--- src/rtl/wmask_merge.sv ---
module wmask_merge #(
  parameter int WORD_W    = 32,
  parameter int BURST_LEN = 4,
  localparam int NBYTE  = WORD_W / 8,
  localparam int BEAT_W = (BURST_LEN > 1) ? $clog2(BURST_LEN) : 1
) (
  input  logic              clk,
  input  logic              rst_n,
  input  logic              act_i,
  input  logic              act_wpb_i,
  input  logic              pre_i,
  input  logic              mask_ld_i,
  input  logic [WORD_W-1:0] mask_val_i,
  input  logic              wr_i,
  input  logic [WORD_W-1:0] data_i,
  input  logic [NBYTE-1:0]  dqm_i,
  input  logic [WORD_W-1:0] old_i,
  output logic [WORD_W-1:0] st_word_o,
  output logic              st_en_o,
  output logic [BEAT_W-1:0] st_beat_o
);

  logic              row_q, wpb_q;
  logic [WORD_W-1:0] mask_q;
  logic [BEAT_W-1:0] cnt_q;
  logic              burst_q;

  logic [WORD_W-1:0] lane_keep;
  logic [WORD_W-1:0] wr_bits;
  logic              cap;
  logic [BEAT_W-1:0] idx;
  logic              last;

  for (genvar k = 0; k < NBYTE; k++) begin : g_lane
    assign lane_keep[k*8 +: 8] = {8{dqm_i[k]}};
  end

  assign wr_bits = ~lane_keep & (wpb_q ? mask_q : '1);
  assign cap     = row_q && !pre_i && !act_i && (wr_i || burst_q);
  assign idx     = wr_i ? '0 : cnt_q;
  assign last    = (idx == BEAT_W'(BURST_LEN - 1));

  always_ff @(posedge clk or negedge rst_n) begin
    if (!rst_n) begin
      row_q <= 1'b0;
      wpb_q <= 1'b0;
    end else if (pre_i) begin
      row_q <= 1'b0;
      wpb_q <= 1'b0;
    end else if (act_i) begin
      row_q <= 1'b1;
      wpb_q <= act_wpb_i;
    end
  end

  always_ff @(posedge clk or negedge rst_n) begin
    if (!rst_n)         mask_q <= '1;
    else if (mask_ld_i) mask_q <= mask_val_i;
  end

  always_ff @(posedge clk or negedge rst_n) begin
    if (!rst_n) begin
      cnt_q   <= '0;
      burst_q <= 1'b0;
    end else if (cap && !last) begin
      cnt_q   <= idx + 1'b1;
      burst_q <= 1'b1;
    end else begin
      cnt_q   <= '0;
      burst_q <= 1'b0;
    end
  end

  always_ff @(posedge clk or negedge rst_n) begin
    if (!rst_n) begin
      st_en_o   <= 1'b0;
      st_word_o <= '0;
      st_beat_o <= '0;
    end else begin
      st_en_o <= cap;
      if (cap) begin
        st_word_o <= (data_i & wr_bits) | (old_i & ~wr_bits);
        st_beat_o <= idx;
      end
    end
  end

endmodule

--- config.mk ---
export PLATFORM = sky130hd
export DESIGN_NAME = wmask_merge
export DESIGN_NICKNAME = d
export VERILOG_FILES = /design/src/rtl/wmask_merge.sv
export SDC_FILE = /design/constraint.sdc
export NUM_CORES = 1
export LEC_CHECK = 0
export BUFFER_PORTS_ARGS = -buffer_cell sky130_fd_sc_hd__buf_4
export CAP_MARGIN = 10
export CORE_MARGIN = 2
export CORE_UTILIZATION = 27
export CTS_CLUSTER_DIAMETER = 200
export DETAILED_ROUTE_END_ITERATION = 16
export PLACE_DENSITY = 0.51
export SYNTH_ARGS = -nofsm -noshare
export SYNTH_HDL_FRONTEND = slang
export SYNTH_SLANG_ARGS = --single-unit
--- constraint.sdc ---
create_clock -name clk -period 1.97 [get_ports clk]
set_input_delay 0.0985 -clock clk [delete_from_list [all_inputs] [get_ports clk]]
set_output_delay 0.0985 -clock clk [all_outputs]
set_load 0.02 [all_outputs]
### Yosys cells after proc, flatten, opt, wreduce, memory -nomap -nowiden

Index checks and enable logic that the tools add are counted.

* register bits after elaboration: 72
* output and inout bits: 35

* eq/ne operators: 1
* bitwise logic cells: 6
* $add $sub $neg: 1
* reductions and logical operators: 9
* muxes and demuxes: 8

Operator list (number)
* $and A32 B32 Y32: 3
* $not A32 Y32: 2
* $mux W32: 1
* $or A32 B32 Y32: 1
* $mux W1: 5
* $logic_and A1 B1 Y1: 4
* $mux W2: 2
* $logic_not A1 Y1: 3
* $add A2 B1 Y2 const B: 1
* $eq A2 B2 Y1 const B: 1
* $reduce_bool A2 Y1: 1
* $logic_or A1 B1 Y1: 1

### Longest topological paths before layout

* depth after elaboration: 6
* mapped depth: 6

### Worst setup path before layout

No wires, ideal clock.

* path type: reg-to-reg
* start point: reg row_q
* end point: reg st_beat_o[0]
* cell stages (with the launch flop): 5
* arrival time: 1154 ps
* setup slack: 691 ps
* required time: 1845 ps
* path buffers: 0
* period minus slack after synthesis: 1279 ps
* cell sequence: dfrtp_1 -> nor3b_4 -> nand2_4 -> clkinv_4 -> mux2_4

* longest elaborated chain between the ends: 3

Ends and longest elaborated chain
* start: declaration: line 23 `logic row_q, wpb_q;`
* start signal: assignment: line 45 `row_q <= 1'b0;`
* start signal: assignment: line 48 `row_q <= 1'b0;`
* start signal: assignment: line 51 `row_q <= 1'b1;`
* $logic_and A1 B1 Y1 (3 in series): line 39 `assign cap = row_q && !pre_i && !act_i && (wr_i || burst_q);`
* end signal: assignment: line 83 `st_beat_o <= idx;`
* end: declaration: line 20 `output logic [BEAT_W-1:0] st_beat_o`

No other way between the ends.
A chain may end at the register's enable or synchronous reset.

### Final worst setup path

* start point: in pre_i
* end point: reg st_word_o[31]

* longest elaborated chain between the ends: 4

Ends and longest elaborated chain
* start: declaration: line 11 `input logic pre_i,`
* $logic_not A1 Y1: line 39
* $logic_and A1 B1 Y1 (3 in series): line 39
* end signal: assignment: line 82 `st_word_o <= (data_i & wr_bits) | (old_i & ~wr_bits);`
* end: declaration: line 18 `output logic [WORD_W-1:0] st_word_o,`

No other way between the ends.

==> metrics.csv <==
metric;value;unit
status;finished clean;
post-DP HPWL;7.137;mm
crit share post-route;75.04;%
Vias per Instance;4.743;
post-synthesis mux area share;11.62;%
clock-pin slew on the worst setup and hold paths;0.06;ns
Die Ht;117.0;um
RSZ-0062 raised after global routing;false;
Initial Utilization;27.54;%
Synth Area in Adders;0.3630;%
yosys warns;0;
Power Dens Cells;955.0;nW/um^2
largest family of logic cells by synthesized area;compound AO/OA/AOI/OAI gates;
crit end category;flip-flop;
final slew viol count;0;
hold crit path type;primary input to flip-flop;
initial DRC count;134;
Setup CP Type;primary input to flip-flop;
diodes inserted;0;
drt total wl;10.17;mm
fmax;0.6764;GHz
Yosys reg bits;72;
Synth Area in XOR/XNOR;0;%
r2r startpoint;burst_q;
met2 Use GR;26.67;%
slowest CP cell;dlygate4sd3_1;
Pre-Repair DR Iteration Count;4;
Slew Limit Headroom;64.06;%
WL/cell;16.03;um
CTS tree;done;
final hold violation count;0;
CP max stage delay;0.53;ns
vias in the first global route;3189;
DR DRC count;0;
Sink Count;72;
Syn-to-layout area delta;49.29;%
max-cap check violation count;0;
final RePlAce weighted congestion;0.8284;
Leak;0.002195;uW
crit path from;pre_i;
post-route ant nets;0;
worst-path fanout max;32;
clk_lat worst skew;0.32;ns
Die Area;13690;um^2
Cells after Synth;305;
actual slew at the worst max-slew pin;0.5391;ns
CP delay by family, top;buffers and inverters;
via count;3007;
met3 Track Usage GR;3.502;%
Synth cell types;22;
IO Pins;142;
total grt overflow;0;
most used cell, CP;buf_4;
total power;4915;uW
FF/Latch Area;1842;um^2
Compound-Gate Fraction of Synth Area;22.07;%
row cnt;41;
# nets final;565;
deepest clock path buffer count;2;
Final TNS setup;0;ns
area fraction in and, or, nand and nor cells after synthesis;7.985;%
pin count of the biggest net entering global routing;41;
clock root buffer;clkbuf_16;
total CTS buffers;9;
met1 Use GR;17.15;%
PortBufs;141;
CP startpoint kind;primary input;
layer with the highest usage;met2;
All-Layer GR Usage;15.01;%
cells along the critical path;dlygate4sd3_1, buf_4, nor3b_4, buf_4, a21oi_1, a31oi_1;
clock skew;0.008114;ns
Seq/Total Area, Yosys;53.43;%
area of the multi-input gates;1449;um^2
initial antenna violation count;0;
Buf/Inv on CP;3;
Die W;117.0;um
maximum vdd drop;407.4;uV
critical path data arrival time;1.72;ns
first-pass GRT wire length;15.64;mm
layout filler cell count;1261;
register-to-register setup slack;0.53;ns
Tmin final;1.478;ns
Post-Syn Nets;413;
min-delay src;mask_val_i[9];
layout cells sized above 1;49.57;%
cts repair resizes;0;
data required time of the worst path;2.21;ns
core area;12520;um^2
H-tree levels;3;
synthesized area;3447;um^2
final setup fails;0;
synthesized area per cell;11.30;um^2
## through the flow
step / std cells / hold WS [ns] / utilization [%] / worst slack, ns / cell area [um^2]
final: 634 / 0.01463 / 41.11 / 0.4917 / 5146
after global routing: 634 / 0.006095 / 41.11 / 0.3787 / 5146
after CTS: 634 / 0.0004476 / 41.11 / 0.4831 / 5146
after detailed placement: 603 / 0.1269 / 37.19 / 0.5251 / 4654
after global placement: 603 / 0.1175 / 37.19 / 0.5465 / 4654
after floorplan: 305 / -0.1971 / - / 0.6908 / 3447
## cell usage after synthesis
cell type,number,share of area (%)
nor2_1,5,0.54
o21ai_0,32,4.6
o211ai_1,32,7.0
ha_1,1,0.36
mux2i_1,1,0.29
nor2b_1,34,6.2
mux2_2,30,9.8
mux2_1,2,0.65
clkbuf_1,7,0.76
a21oi_1,32,4.6
buf_2,7,1.0
clkinv_4,1,0.25
a31oi_1,32,5.8
nor3b_4,1,0.54
nand2_4,1,0.33
dfrtp_1,40,29
inv_1,5,0.54
buf_6,6,2.0
mux2_4,2,0.87
or2_0,1,0.18
dfstp_2,32,24
nor3b_1,1,0.22
## path summary, 6_finish.rpt
check                                 to  cells past startpoint
max                        st_word_o[31]                      6
min                            mask_q[9]                      2
max reg2reg                 st_beat_o[0]                      4
min reg2reg                        row_q                      2
max in group asynchronous     mask_q[18]                      3
min in group asynchronous       cnt_q[0]                      2
## state kept, by name (all words and copies together) (netlist names)
name,cells
st_word_o,32
row_q,1
st_en_o,1
st_beat_o,2
wpb_q,1
burst_q,1
cnt_q,2
mask_q,32
## timing repair
item                                    CTS  global route
endpoints found under the hold margin    35             0
hold buffers                             15             0
buffers inserted                          0             0
endpoints found under the setup margin    0             0
## cell families after synthesis
family | Yosys count
muxes | 35
and+or+nand+nor | 43
buffers and inverters | 26
DFF | 72
AOI/OAI and AO/OA | 128
adders and majority gates | 1
## routing by layer
layer  wire (um)  part of all wire, %  up-vias
li1            -                    -     1445
met1        4196                   41     1453
met2        5242                   52       96
met3         544                  5.4       13
met4         182                  1.8        0
met5           0                    0        -
## layout by cell type (no fill, tap or decap)
cell             n
buf_4          144
dfrtp_1         40
nor2b_1         34
o211ai_1        32
o21ai_0         32
a21oi_1         32
a31oi_1         32
dfstp_2         32
mux2_2          30
dlygate4sd3_1   15
clkbuf_16        9
nor2_1           5
inv_1            5
clkbuf_8         3
mux2_4           2
mux2_1           2
clkinvlp_4       2
bufinv_16        2
buf_12           2
or2_1            1
nor3b_4          1
nand2_4          1
clkinv_4         1
nor3b_1          1
mux2i_1          1
ha_1             1
## final cells by class
cell class,instances,share of cell area [%]
inverter,6,0.5349
timing repair buffer,161,24.70
clock inverter,4,1.459
clock buffer,12,5.179
tap,172,4.182
multi-input combinational,207,28.15
sequential,72,35.79
## power by group
| group | internal, uW | total (uW) | leakage [uW] | switching [uW] |
|---|---|---|---|---|
| Sequential | 1770 | 1930 | 0.000810 | 155 |
| Combinational | 576 | 1160 | 0.00122 | 582 |
| Clock | 1210 | 1830 | 0.000161 | 615 |
| Total | 3560 | 4910 | 0.00220 | 1350 |
No activity file was read; power rests on OpenSTA's default activity.
